$ cat src/rtl/abr_pkg.sv
package abr_pkg;

   localparam int unsigned TF_W = 8;

   typedef enum logic [1:0] {
      PH_IDLE   = 2'd0,
      PH_ACCESS = 2'd1,
      PH_GAP    = 2'd2
   } phase_e;

   typedef struct packed {
      logic [TF_W-1:0] cs_off;
      logic [TF_W-1:0] oe_on;
      logic [TF_W-1:0] oe_off;
      logic [TF_W-1:0] sample;
      logic            gap;
   } rd_timing_t;

   function automatic logic in_window(input logic [TF_W-1:0] pos,
                                      input logic [TF_W-1:0] lo,
                                      input logic [TF_W-1:0] hi);
      return (pos >= lo) && (pos < hi);
   endfunction

endpackage

$ cat src/rtl/abr_cfg_hold.sv
module abr_cfg_hold
   import abr_pkg::*;
#(
   parameter bit GAP_EN = 1'b1
) (
   input  logic       clk,
   input  logic       rst_n,
   input  logic       load,
   input  rd_timing_t cfg_in,
   output rd_timing_t cfg_q
);

   rd_timing_t held;
   logic       gap_src;

   generate
      if (GAP_EN) begin : g_gap
         assign gap_src = cfg_in.gap;
      end else begin : g_nogap
         assign gap_src = 1'b0;
      end
   endgenerate

   always_ff @(posedge clk or negedge rst_n) begin
      if (!rst_n) begin
         held.cs_off <= TF_W'(1);
         held.oe_on  <= '0;
         held.oe_off <= TF_W'(1);
         held.sample <= '0;
         held.gap    <= 1'b0;
      end else if (load) begin
         held.cs_off <= cfg_in.cs_off;
         held.oe_on  <= cfg_in.oe_on;
         held.oe_off <= cfg_in.oe_off;
         held.sample <= cfg_in.sample;
         held.gap    <= gap_src;
      end
   end

   assign cfg_q = held;

endmodule

$ cat src/rtl/abr_access_seq.sv
module abr_access_seq
   import abr_pkg::*;
(
   input  logic       clk,
   input  logic       rst_n,
   input  logic       go,
   input  rd_timing_t cfg,
   input  logic       last_word,
   output logic       cs_n,
   output logic       oe_n,
   output logic       capture,
   output logic       acc_end
);

   phase_e          phase;
   logic [TF_W-1:0] cyc;
   logic            in_access;

   assign in_access = (phase == PH_ACCESS);
   assign acc_end   = in_access && (cyc == cfg.cs_off - TF_W'(1));
   assign capture   = in_access && (cyc == cfg.sample);
   assign cs_n      = !in_access;
   assign oe_n      = !(in_access && in_window(cyc, cfg.oe_on, cfg.oe_off));

   always_ff @(posedge clk or negedge rst_n) begin
      if (!rst_n) begin
         phase <= PH_IDLE;
         cyc   <= '0;
      end else begin
         case (phase)
            PH_IDLE: begin
               if (go) begin
                  phase <= PH_ACCESS;
                  cyc   <= '0;
               end
            end
            PH_ACCESS: begin
               if (acc_end) begin
                  cyc <= '0;
                  if (last_word) begin
                     phase <= PH_IDLE;
                  end else if (cfg.gap) begin
                     phase <= PH_GAP;
                  end
               end else begin
                  cyc <= cyc + TF_W'(1);
               end
            end
            PH_GAP: begin
               phase <= PH_ACCESS;
            end
            default: begin
               phase <= PH_IDLE;
            end
         endcase
      end
   end

endmodule

$ cat src/rtl/abr_burst_ctrl.sv
module abr_burst_ctrl #(
   parameter int unsigned WORDS  = 4096,
   parameter int unsigned DATA_W = 16,
   localparam int unsigned IDX_W = $clog2(WORDS)
) (
   input  logic              clk,
   input  logic              rst_n,
   input  logic              start,
   input  logic              acc_end,
   input  logic              capture,
   input  logic [DATA_W-1:0] bus_data,
   output logic              go,
   output logic              last_word,
   output logic              busy,
   output logic              done,
   output logic              wr_en,
   output logic [IDX_W-1:0]  wr_idx,
   output logic [DATA_W-1:0] wr_data
);

   logic [IDX_W-1:0] word_cnt;

   assign go        = start && !busy;
   assign last_word = (word_cnt == IDX_W'(WORDS - 1));

   always_ff @(posedge clk or negedge rst_n) begin
      if (!rst_n) begin
         busy     <= 1'b0;
         done     <= 1'b0;
         word_cnt <= '0;
      end else if (go) begin
         busy     <= 1'b1;
         done     <= 1'b0;
         word_cnt <= '0;
      end else if (acc_end) begin
         if (last_word) begin
            busy <= 1'b0;
            done <= 1'b1;
         end else begin
            word_cnt <= word_cnt + IDX_W'(1);
         end
      end
   end

   always_ff @(posedge clk or negedge rst_n) begin
      if (!rst_n) begin
         wr_en   <= 1'b0;
         wr_idx  <= '0;
         wr_data <= '0;
      end else begin
         wr_en <= capture;
         if (capture) begin
            wr_idx  <= word_cnt;
            wr_data <= bus_data;
         end
      end
   end

endmodule

$ cat src/rtl/fifo_bus_burst_reader.sv
module fifo_bus_burst_reader
   import abr_pkg::*;
#(
   parameter int unsigned BURST_BYTES = 8192,
   parameter int unsigned DATA_W      = 16,
   parameter int unsigned TIME_W      = 5,
   parameter bit          GAP_EN      = 1'b1,
   localparam int unsigned WORDS      = BURST_BYTES / 2,
   localparam int unsigned IDX_W      = $clog2(WORDS)
) (
   input  logic              clk,
   input  logic              rst_n,
   input  logic              start,
   input  logic [TIME_W-1:0] cfg_cs_off,
   input  logic [TIME_W-1:0] cfg_oe_on,
   input  logic [TIME_W-1:0] cfg_oe_off,
   input  logic [TIME_W-1:0] cfg_sample,
   input  logic              cfg_gap,
   input  logic [DATA_W-1:0] bus_data,
   output logic              bus_cs_n,
   output logic              bus_oe_n,
   output logic              wr_en,
   output logic [IDX_W-1:0]  wr_idx,
   output logic [DATA_W-1:0] wr_data,
   output logic              busy,
   output logic              done
);

   generate
      if (BURST_BYTES < 4 || (BURST_BYTES % 2) != 0) begin : g_bad_bytes
         $error("BURST_BYTES must be even and at least 4");
      end
      if (TIME_W < 2 || TIME_W > TF_W) begin : g_bad_time
         $error("TIME_W out of supported range");
      end
      if (DATA_W != 16) begin : g_bad_data
         $error("word size must be 16 bits for byte-count conversion");
      end
   endgenerate

   rd_timing_t cfg_in;
   rd_timing_t cfg_q;
   logic       go;
   logic       last_word;
   logic       capture;
   logic       acc_end;

   assign cfg_in.cs_off = TF_W'(cfg_cs_off);
   assign cfg_in.oe_on  = TF_W'(cfg_oe_on);
   assign cfg_in.oe_off = TF_W'(cfg_oe_off);
   assign cfg_in.sample = TF_W'(cfg_sample);
   assign cfg_in.gap    = cfg_gap;

   abr_cfg_hold #(
      .GAP_EN (GAP_EN)
   ) cfg_i (
      .clk    (clk),
      .rst_n  (rst_n),
      .load   (go),
      .cfg_in (cfg_in),
      .cfg_q  (cfg_q)
   );

   abr_access_seq seq_i (
      .clk       (clk),
      .rst_n     (rst_n),
      .go        (go),
      .cfg       (cfg_q),
      .last_word (last_word),
      .cs_n      (bus_cs_n),
      .oe_n      (bus_oe_n),
      .capture   (capture),
      .acc_end   (acc_end)
   );

   abr_burst_ctrl #(
      .WORDS  (WORDS),
      .DATA_W (DATA_W)
   ) ctrl_i (
      .clk       (clk),
      .rst_n     (rst_n),
      .start     (start),
      .acc_end   (acc_end),
      .capture   (capture),
      .bus_data  (bus_data),
      .go        (go),
      .last_word (last_word),
      .busy      (busy),
      .done      (done),
      .wr_en     (wr_en),
      .wr_idx    (wr_idx),
      .wr_data   (wr_data)
   );

endmodule

$ cat config.mk
export PLATFORM = sky130hd
export DESIGN_NAME = fifo_bus_burst_reader
export DESIGN_NICKNAME = d
export VERILOG_FILES = /design/src/rtl/abr_pkg.sv /design/src/rtl/abr_cfg_hold.sv /design/src/rtl/abr_access_seq.sv /design/src/rtl/abr_burst_ctrl.sv /design/src/rtl/fifo_bus_burst_reader.sv
export SDC_FILE = /design/constraint.sdc
export NUM_CORES = 1
export LEC_CHECK = 0
export ABC_AREA = 1
export BUFFER_PORTS_ARGS = -buffer_cell sky130_fd_sc_hd__buf_2
export CORE_MARGIN = 5
export CORE_UTILIZATION = 48
export DETAILED_ROUTE_END_ITERATION = 7
export PLACE_DENSITY = 0.74
export SYNTH_ARGS = -nofsm -noshare
export SYNTH_HDL_FRONTEND = slang
export SYNTH_SLANG_ARGS = --single-unit
$ cat constraint.sdc
create_clock -name clk -period 1.8 [get_ports clk]
set_input_delay 0.18 -clock clk [delete_from_list [all_inputs] [get_ports clk]]
set_output_delay 0.18 -clock clk [all_outputs]
set_load 0.005 [all_outputs]
==> summary.md <==
| Metric | Value |
|---|---|
| Final wirelength | roughly 11 mm |
| Fill cell count | around 550 |
| RR Startpoint | cfg_i.cfg_q[25]$_DFFE_PN1P_ |
| Post-route setup TNS | -12150 ps |
| Number of synthesized register bits | 74 |
| Hold endpoint | cfg_i.cfg_q[9]$_DFFE_PN1P_ |
| Startpoint type of the worst setup path | flip-flop |
| Row count | 32 |
| Power density cells | roughly 640 nW/um^2 |
| Yosys top cell area share | between 40% and 50% |
| Actual slew at the worst max-slew pin | slightly below 1000 ps |
| Clk_lat worst skew | 360 ps |
| Root buf cell | clkbuf_8 |
| Detailed Route Iter0 Violations | roughly 220 |
| N_diodes | 0 |
| Mapped Cells | around 450 |
| Critical Path Fanout Max | 7 |
| Placer Congestion | 0.854 |
| # port buffers | 72 |
| Antenna violations before repair | 0 |
| Yosys warning count | 0 |
| Placed cell count | between 600 and 700 |
| HP Start | cfg_oe_off[0] |
| Pin count of the biggest net entering global routing | 37 |
| CTS H-tree depth | 3 |
| Antenna viol nets, final | 0 |
| RSZ-0062 raised after global routing | yes |
| Final Total Pwr | about 3.3 mW |
| Max-cap violations | 0 |
| Mapped cell area | around 3700 um^2 |
| EDFF count, synth | 0 |
| Via/cell ratio | between 5 and 6 |
| Maximum buffer depth of the clock tree | 2 |
| Share of cells above drive strength 1 | between 30 and 40% |
| VDD IR-drop max | about 340 uV |
| Non-filler instance count after layout | 665 |
| Peak Freq | 0.432 GHz |
| Die width | between 90 and 100 um |
| Nets@finish | 610 |
| Starting Density | 48.7% |
| Top FF cell, synth | dfrtp_1 |
| Worst Reg-to-Reg Cells | 13 |
| Crit path time final | ~2300 ps |
| Number of setup violations in the final report | 53 |
| Die area | between 9000 and 10000 um^2 |
| Run status | finished, violations left |
| Dpl hpwl | ~6.2 mm |
| Synth area leader | dfrtp_1 |
| FFs w/ async S/R, synth | between 90% and 100% |
| Class of the worst hold path | in -> reg |
| TritonCTS clock tree | yes |
| Multi-input gate area | around 2000 um^2 |
| Vias after detailed routing | around 3600 |
| GRT overflow | 0 |
| Failing checks | negative setup slack |
| WHS Path Cells | 3 |
| Worst Clk Skew | 10.7 ps |
| Syn nets | 504 |
| CTS buffer count | 9 |
| Kind of critical path | reg -> reg |
| First-pass GRT wire length | between 15 and 20 mm |
| Top cells by area, synth | dfrtp_1 (49%), nand2_1 (17%), nand3_1 (4.6%) |
| Hold Violations, Final | 0 |
| Core area | roughly 7600 um^2 |
| FF-to-FF End | ctrl_i.word_cnt[11]$_DFFE_PN0P_ |
| Post-synth cell types | 31 |
| Worst setup margin | -513 ps |
| WP data required | 2050 ps |
| Syn Area/Cell | 8.20 um^2 |
| Final Util | slightly below 70% |
| Data arrival, critical path | approximately 2600 ps |
| Cell with the most instances after synthesis | nand2_1 |
| Reg2Reg Setup Slack | -510 ps |
| Tcrit/Tclk final | 128% |
| Worst setup EP type | flip-flop |
| Die Height | roughly 98 um |
| DR WL/cell | 16.8 um |
| I/O pins | 73 |
| Most frequent cells after synthesis | nand2_1 (171), dfrtp_1 (72), inv_1 (41) |
| Max_slew headroom | around 34% |
| Clk sink count | 74 |
| Seq/Total Area, Yosys | between 50% and 60% |
| Leakage | ~2.5 nW |
| Vias in the first global route | about 3300 |
| Critical Path, Cell by Cell | inv_2, ha_4, inv_2, nand2_1, nand2_1, nor2_1, nand3_2, nor2_4, buf_4, buf_6, nand3_4, nand3_1, nand2_2 |
| Slew Viols, Final | 0 |
| Crit path max-delay cell type | dfstp_2 |
| Slowest stage delay, CP | roughly 560 ps |
| Clock-pin slew on the worst setup and hold paths | 90 ps |
| Sequential cell area | roughly 1900 um^2 |
| Global-route usage over all layers | between 20% and 30% |
| TritonRoute pass-1 iters | 5 |
| Area added between synthesis and finish | 38.7% |
| # DRC | 0 |
## report_power, final
| group | leakage, nW | internal (mW) | switching [mW] | total, mW |
|---|---|---|---|---|
| logic | 1.56 | 0.0907 | 0.123 | 0.214 |
| clock network | 0.103 | 0.667 | 0.719 | 1.39 |
| registers | 0.862 | 1.69 | 0.0175 | 1.71 |
| total | 2.52 | 2.45 | 0.860 | 3.31 |
## worst max-delay path, delay by kind of cell, from the launching register on
kind / cells / cell delay, ps
AND/OR/NAND/NOR: 8 / 1040
buffers and inverters: 4 / 350
adder cells (fa/ha/maj): 1 / 270
flip-flops: 1 / 560
## registers in the layout, summed over array words and instances (netlist names)
signal and flops:
cfg_i.cfg_q 21, ctrl_i.busy 1, ctrl_i.done 1, ctrl_i.word_cnt 12, ctrl_i.wr_data 16, ctrl_i.wr_en 1
ctrl_i.wr_idx 12, seq_i.cyc 8, seq_i.phase 2
## cell families (layout without fill, tap and decap cells)
kind of cell	Yosys count	count (layout)	synth area share, %
DFF	74	74	50.0
xor gates and xnor gates	15	15	3.55
adders and majority gates	12	12	4.05
AOI/OAI and AO/OA	40	40	5.77
and+or+nand+nor	248	249	29.2
buffers and inverters	63	173	7.36
## worst max path at each step
| stage | cells after the start | startpoint | slack [ps] | end |
|---|---|---|---|---|
| 2_1_floorplan | 12 | cfg_i.cfg_q[25]$_DFFE_PN1P_ | 7 | ctrl_i.word_cnt[7]$_DFFE_PN0P_ |
| 3_3_place_gp | 12 | cfg_i.cfg_q[25]$_DFFE_PN1P_ | -110 | ctrl_i.word_cnt[1]$_DFFE_PN0P_ |
| 3_5_place_dp | 12 | cfg_i.cfg_q[25]$_DFFE_PN1P_ | -210 | ctrl_i.word_cnt[1]$_DFFE_PN0P_ |
| 4_1_cts | 9 | seq_i.cyc[1]$_DFFE_PN0P_ | -160 | bus_oe_n |
| 5_1_grt | 13 | cfg_i.cfg_q[25]$_DFFE_PN1P_ | -510 | ctrl_i.word_cnt[8]$_DFFE_PN0P_ |
| 6_report | 13 | cfg_i.cfg_q[25]$_DFFE_PN1P_ | -510 | ctrl_i.word_cnt[11]$_DFFE_PN0P_ |
## routing by layer
layer | wire, um | GRT usage, %
met5 | 0 | 0
met4 | 487 | 8.31
met3 | 651 | 3.29
met2 | 5710 | 34.9
met1 | 4340 | 25.3
## cell type report
cell class,count,share of cell area (%)
well taps,102,2.48
repair buffers,108,15.4
inverters,48,3.65
repair inverters,1,0.170
clock buffers,9,2.41
flip-flops and latches,74,36.1
clock inverters,7,1.63
multi-input cells,316,38.2
## stage by stage
| stage | setup slack [ps] | cell area [um^2] | hold WS, ps |
|---|---|---|---|
| floorplan | 7.39 | 3720 | -116 |
| global placement | -111 | 4220 | 181 |
| detailed placement | -206 | 4220 | 184 |
| CTS | -160 | 4630 | 0.246 |
| global route | -511 | 5140 | 18.5 |
| finish | -513 | 5140 | 14.8 |
## cell usage in the layout (no fill, tap or decap), drive strengths merged
master / n
o22ai: 2
a21oi: 6
nor3: 4
dfstp: 2
bufinv: 1
buf: 104
nand3: 37
nand4: 3
dfrtp: 72
xor2: 15
nor4: 1
a21boi: 2
clkinvlp: 1
nor2: 25
o211ai: 1
inv: 53
nand3b: 4
nand2: 175
ha: 12
o21ai: 29
clkbuf: 12
clkinv: 1
dlygate4sd3: 1
## timing repair
item / CTS / global route
buffers inserted: 9 / 12
hold buffers: 1 / 0
cloned: 1 / 5
setup endpoints to repair: 23 / 52
gates resized for setup: 24 / 91
pin swaps: 19 / 34
hold endpoints to repair: 18 / 0
Power figures use the tool's default switching activity.
